--- config.mk ---
export PLATFORM = sky130hd
export DESIGN_NAME = sp_ocmp
export DESIGN_NICKNAME = d
export VERILOG_FILES = /design/src/rtl/sp_ocmp_pkg.sv /design/src/rtl/sp_ocmp_regs.sv /design/src/rtl/sp_ocmp_match.sv /design/src/rtl/sp_ocmp_fsm.sv /design/src/rtl/sp_ocmp.sv
export SDC_FILE = /design/constraint.sdc
export NUM_CORES = 1
export LEC_CHECK = 0
export BUFFER_PORTS_ARGS = -buffer_cell sky130_fd_sc_hd__buf_2
export CAP_MARGIN = 25
export CORE_MARGIN = 1
export CORE_UTILIZATION = 25
export DETAILED_ROUTE_END_ITERATION = 7
export PLACE_DENSITY = 0.45
export SKIP_LAST_GASP = 1
export SLEW_MARGIN = 20
export SYNTH_ARGS = -nofsm -noshare
export SYNTH_HDL_FRONTEND = slang
export SYNTH_SLANG_ARGS = --single-unit
--- constraint.sdc ---
create_clock -name clk -period 6.3 [get_ports clk]
set_clock_uncertainty 0.1 [all_clocks]
set_input_delay 0.63 -clock clk [delete_from_list [all_inputs] [get_ports clk]]
set_output_delay 0.63 -clock clk [all_outputs]
set_load 0.01 [all_outputs]
--- src/rtl/sp_ocmp_pkg.sv ---
`timescale 1ns/1ps
package sp_ocmp_pkg;
   // control word layout
   localparam int unsigned EN_BIT   = 15;
   localparam int unsigned TSEL_BIT = 3;
   localparam int unsigned IE_BIT   = 5;
   localparam int unsigned MODE_LSB = 0;
   localparam int unsigned MODE_W   = 3;
   localparam logic [MODE_W-1:0] MODE_ONESHOT = 3'b100;

   // register addresses
   localparam logic [1:0] ADDR_CTRL = 2'd0;
   localparam logic [1:0] ADDR_LEAD = 2'd1;
   localparam logic [1:0] ADDR_TRAIL = 2'd2;
   localparam logic [1:0] ADDR_FCLR = 2'd3;

   typedef enum logic [1:0] {
      PH_IDLE  = 2'd0,
      PH_ARMED = 2'd1,
      PH_HIGH  = 2'd2,
      PH_DONE  = 2'd3
   } phase_t;
endpackage

--- src/rtl/sp_ocmp_regs.sv ---
`timescale 1ns/1ps
module sp_ocmp_regs
   import sp_ocmp_pkg::*;
#(
   parameter int unsigned CNT_W  = 16,
   parameter int unsigned DATA_W = 16
) (
   input  logic              clk,
   input  logic              rst_n,
   input  logic              wr_en,
   input  logic [1:0]        wr_addr,
   input  logic [DATA_W-1:0] wr_data,
   output logic              ctl_en,
   output logic              ctl_tsel,
   output logic              ctl_ie,
   output logic              ctl_wr,
   output logic              ctl_arm,
   output logic              flag_clr,
   output logic [CNT_W-1:0]  lead_val,
   output logic [CNT_W-1:0]  trail_val
);
   localparam int unsigned MODE_MSB = MODE_LSB + MODE_W - 1;

   generate
      if (DATA_W <= EN_BIT) begin : g_bad_data_w
         $error("sp_ocmp_regs: DATA_W must exceed the enable bit position");
      end
      if (CNT_W > DATA_W) begin : g_bad_cnt_w
         $error("sp_ocmp_regs: CNT_W must not exceed DATA_W");
      end
   endgenerate

   logic wr_ctrl, wr_lead, wr_trail;
   assign wr_ctrl  = wr_en && (wr_addr == ADDR_CTRL);
   assign wr_lead  = wr_en && (wr_addr == ADDR_LEAD);
   assign wr_trail = wr_en && (wr_addr == ADDR_TRAIL);

   assign ctl_wr   = wr_ctrl;
   assign ctl_arm  = wr_ctrl && (wr_data[MODE_MSB:MODE_LSB] == MODE_ONESHOT);
   assign flag_clr = wr_en && (wr_addr == ADDR_FCLR) && wr_data[0];

   always_ff @(posedge clk or negedge rst_n) begin
      if (!rst_n) begin
         ctl_en   <= 1'b0;
         ctl_tsel <= 1'b0;
         ctl_ie   <= 1'b0;
      end else if (wr_ctrl) begin
         ctl_en   <= wr_data[EN_BIT];
         ctl_tsel <= wr_data[TSEL_BIT];
         ctl_ie   <= wr_data[IE_BIT];
      end
   end

   always_ff @(posedge clk or negedge rst_n) begin
      if (!rst_n) begin
         lead_val  <= '0;
         trail_val <= '0;
      end else begin
         if (wr_lead)  lead_val  <= wr_data[CNT_W-1:0];
         if (wr_trail) trail_val <= wr_data[CNT_W-1:0];
      end
   end

   logic unused_data;
   assign unused_data = ^wr_data;
endmodule

--- src/rtl/sp_ocmp_match.sv ---
`timescale 1ns/1ps
module sp_ocmp_match #(
   parameter int unsigned CNT_W   = 16,
   parameter int unsigned N_TBASE = 2
) (
   input  logic [CNT_W-1:0] tmr_a,
   input  logic [CNT_W-1:0] tmr_b,
   input  logic             sel,
   input  logic [CNT_W-1:0] lead_val,
   input  logic [CNT_W-1:0] trail_val,
   output logic             hit_lead,
   output logic             hit_trail
);
   localparam int unsigned SEL_W = (N_TBASE > 1) ? $clog2(N_TBASE) : 1;

   logic [CNT_W-1:0] base;

   generate
      if (N_TBASE == 2) begin : g_two_bases
         assign base = sel ? tmr_b : tmr_a;
      end else if (N_TBASE == 1) begin : g_one_base
         assign base = tmr_a;
         logic unused_sel;
         assign unused_sel = sel ^ (^tmr_b);
      end else begin : g_bad_bases
         $error("sp_ocmp_match: N_TBASE must be 1 or 2 (select width %0d)", SEL_W);
      end
   endgenerate

   assign hit_lead  = (base == lead_val);
   assign hit_trail = (base == trail_val);
endmodule

--- src/rtl/sp_ocmp_fsm.sv ---
`timescale 1ns/1ps
module sp_ocmp_fsm
   import sp_ocmp_pkg::*;
(
   input  logic clk,
   input  logic rst_n,
   input  logic ctl_en,
   input  logic ctl_wr,
   input  logic ctl_arm,
   input  logic flag_clr,
   input  logic hit_lead,
   input  logic hit_trail,
   output logic pulse_o,
   output logic flag_o
);
   phase_t ph_q, ph_d;
   logic   pulse_d, flag_d, trail_evt;

   always_comb begin
      ph_d      = ph_q;
      trail_evt = 1'b0;
      if (ctl_wr) begin
         ph_d = ctl_arm ? PH_ARMED : PH_IDLE;
      end else if (ctl_en) begin
         unique case (ph_q)
            PH_ARMED: if (hit_lead)  ph_d = PH_HIGH;
            PH_HIGH:  if (hit_trail) begin
               ph_d      = PH_DONE;
               trail_evt = 1'b1;
            end
            default: ph_d = ph_q;
         endcase
      end
   end

   assign pulse_d = (ph_d == PH_HIGH) && ctl_en && !ctl_wr;
   assign flag_d  = trail_evt || (flag_o && !flag_clr);

   always_ff @(posedge clk or negedge rst_n) begin
      if (!rst_n) begin
         ph_q    <= PH_IDLE;
         pulse_o <= 1'b0;
         flag_o  <= 1'b0;
      end else begin
         ph_q    <= ph_d;
         pulse_o <= pulse_d;
         flag_o  <= flag_d;
      end
   end
endmodule

--- src/rtl/sp_ocmp.sv ---
`timescale 1ns/1ps
module sp_ocmp
   import sp_ocmp_pkg::*;
#(
   parameter int unsigned CNT_W  = 16,
   parameter int unsigned DATA_W = 16
) (
   input  logic              clk,
   input  logic              rst_n,
   input  logic [CNT_W-1:0]  tmr_a,
   input  logic [CNT_W-1:0]  tmr_b,
   input  logic              wr_en,
   input  logic [1:0]        wr_addr,
   input  logic [DATA_W-1:0] wr_data,
   output logic              pulse_o,
   output logic              irq_flag_o,
   output logic              irq_o
);
   logic             ctl_en, ctl_tsel, ctl_ie, ctl_wr, ctl_arm, flag_clr;
   logic             hit_lead, hit_trail;
   logic [CNT_W-1:0] lead_val, trail_val;

   sp_ocmp_regs #(.CNT_W(CNT_W), .DATA_W(DATA_W)) u_regs (
      .clk       (clk),
      .rst_n     (rst_n),
      .wr_en     (wr_en),
      .wr_addr   (wr_addr),
      .wr_data   (wr_data),
      .ctl_en    (ctl_en),
      .ctl_tsel  (ctl_tsel),
      .ctl_ie    (ctl_ie),
      .ctl_wr    (ctl_wr),
      .ctl_arm   (ctl_arm),
      .flag_clr  (flag_clr),
      .lead_val  (lead_val),
      .trail_val (trail_val)
   );

   sp_ocmp_match #(.CNT_W(CNT_W), .N_TBASE(2)) u_match (
      .tmr_a     (tmr_a),
      .tmr_b     (tmr_b),
      .sel       (ctl_tsel),
      .lead_val  (lead_val),
      .trail_val (trail_val),
      .hit_lead  (hit_lead),
      .hit_trail (hit_trail)
   );

   sp_ocmp_fsm u_fsm (
      .clk       (clk),
      .rst_n     (rst_n),
      .ctl_en    (ctl_en),
      .ctl_wr    (ctl_wr),
      .ctl_arm   (ctl_arm),
      .flag_clr  (flag_clr),
      .hit_lead  (hit_lead),
      .hit_trail (hit_trail),
      .pulse_o   (pulse_o),
      .flag_o    (irq_flag_o)
   );

   assign irq_o = irq_flag_o && ctl_ie;
endmodule

==> qor.yml <==
status: "complete, no violations"
worstSetupEndpointType: "flip-flop"
power_uw: 675
required_ns: 6.43
yosys.area_share.simple: 0.0739
cts_buffers: 5
path_cells: "buf_8 -> mux2i_2 -> xnor2_1 -> nor4_1 -> nand4_1 -> a211oi_2 -> o211a_1"
grt_pass1_vias: 1493
clk-insertion-delay-late_ns: 0.29
critPathMaxStageDelay_ns: 0.59
hold_violations: 0
syn_nets: 220
final_cell_mix: "buf_2 (55), dfrtp_1 (39), mux2_2 (34)"
yosys.area.top_type_share: 0.457
cts_tree: "done"
yosysTopAreaCell: "dfrtp_1"
synth_top_flop_cell: "dfrtp_1"
syn_area_per_cell_um2: 12.9
fin_util: 0.319
fmax_mhz: 378
synth.mux.area_fraction: 0.269
cts-root-buf: "clkbuf_8"
drive_gt1_frac: 0.473
cp-start-kind: "flip-flop"
gp_congestion: 0.676
final_cells: 331
yosys-top-cells-area: "dfrtp_1 (46%), mux2_2 (18%), xnor2_1 (10%)"
synth_top_family_by_area: "multiplexers"
ir_drop_mv: 0.0783
antennaDiodeCount: 0
drc: 0
finalCritPeriodShare: 0.420
cts_buffer_depth: 2
p_leak_nw: 1.14
htreeDepth: 2
fin_nets: 282
row_count: 33
final_area_um2: 2620
port-buffer-count: 55
maxSlewViolCount: 0
post-place-ws_ns: 3.36
synth_area_um2: 2130
worst-slew-pin-transition_ns: 0.907
hp-class: "in2async"
dieArea_um2: 8910
grt.total_usage: 0.122
path_clk_slew_ns: 0.07
grt_pass1_wl_um: 7940
post_cts_buffers: 0
antenna_found_initial: 0
grt_max_degree: 40
fin_crit_ns: 2.65
critical-path-top-delay-family: "simple AND/OR/NAND/NOR gates"
ys_seq_area_frac: 0.457
overflow: 0
tns_ns: 0
totalWireLength_um: 4980
p_per_area_nw_per_um2: 257
final_common_cell: "buf_2"
post_drt_via_cell_ratio: 4.40
synth-xor-area-share: 0.131
boundaryPins: 56
path_buf_inv: 1
cts_repair_resize_count: 0
placed_area_um2: 2510
synth_fa_ha_area_frac: 0.0117
synth_cells: 165
synth-compound-area-share: 0.0328
synth_cell_types: 31
fillers: 856
dp.cells: 322
crit_slowest_cell: "dfrtp_1"
fp.dieW_um: 94.4
crit_fanout: 12
ys_ff_latch: 39
async_flop_share: 1.00
dp_hpwl_um: 3730
crit_arrival_ns: 2.77
drt_iter0_markers: 67
synthToLayoutAreaGrowth_pct: 22.9
worstSetupPathType: "reg2reg"
max_cap_violations: 0
vias: 1456
rsz0062_at_grt: "false"
start_util: 0.260
cts_hold_buf: 0
synth_edf_count: 0
setup_viol: 0
cts.sinks: 39
fp.coreArea_um2: 8220
whs_ns: 0.371
wl_per_cell_um: 15.0
relSlewSlack: 0.395
postRouteAntennaNets: 0
setup_ws_ns: 3.65
first_pass_iters: 4
die_h_um: 94.4
yosys_warnings: 0
-- sequential cells by signal, summed over array words and instances, names as in the netlist --
signal and cells:
u_regs.ctl_tsel 1, u_fsm.flag_o 1, u_regs.ctl_en 1, u_regs.trail_val 16
u_fsm.pulse_o 1, u_fsm.ph_q 2, u_regs.ctl_ie 1, u_regs.lead_val 16
-- path summary, 6_finish.rpt --
kind | cells past startpoint | end | start | slack, ns
min in group clk | 1 | u_regs.ctl_ie | u_regs.ctl_ie | 0.40
setup reg to reg | 7 | u_fsm.pulse_o | u_regs.ctl_tsel | 3.65
hold / removal | 1 | u_regs.trail_val[1] | rst_n | 0.37
max in group asynchronous | 1 | u_regs.ctl_ie | rst_n | 5.17
setup / recovery | 7 | u_fsm.pulse_o | u_regs.ctl_tsel | 3.65
hold reg to reg | 1 | u_regs.ctl_ie | u_regs.ctl_ie | 0.40
-- area by class of cell --
class	instances	area [µm²]	share of cell area
clock buffer	6	72.6	0.0277
inverter	3	11.3	0.00429
multi-input combinational	119	1110	0.422
sequential	39	976	0.372
tap	105	131	0.0501
timing repair buffer	59	324	0.124
-- cell usage after synthesis, drive strengths merged, types with 2 or more instances --
cell and instances:
a211oi 2, a41oi 2, buf 2, clkbuf 2
dfrtp 39, ha 2, inv 3, mux2 34
mux2i 16, nand2 5, nand3 2, nand3b 2
nand4 3, nor2 2, nor4 6, o21ai 2
xnor2 25, xor2 7
-- kinds of logic (layout without fill, tap and decap cells) --
logic type,Yosys count,in the layout
adder cells (fa/ha/maj),2,2
AO/OA/AOI/OAI,8,8
multiplexers,50,50
XOR/XNOR,32,32
buffers and inverters,7,68
flip-flops,39,39
AND/OR/NAND/NOR,27,27
-- metal layers --
layer,vias up,wire [µm],GRT usage
met5,-,0,0
met4,0,61,0.0346
met3,7,294,0.0338
met2,42,2230,0.187
met1,697,2390,0.169
li1,710,-,-
-- where the power goes --
group	internal, mW	switching (mW)
Combinational	0.110	0.0834
Sequential	0.294	0.0323
Clock	0.0738	0.0818
(Power assumes the default switching activity.)
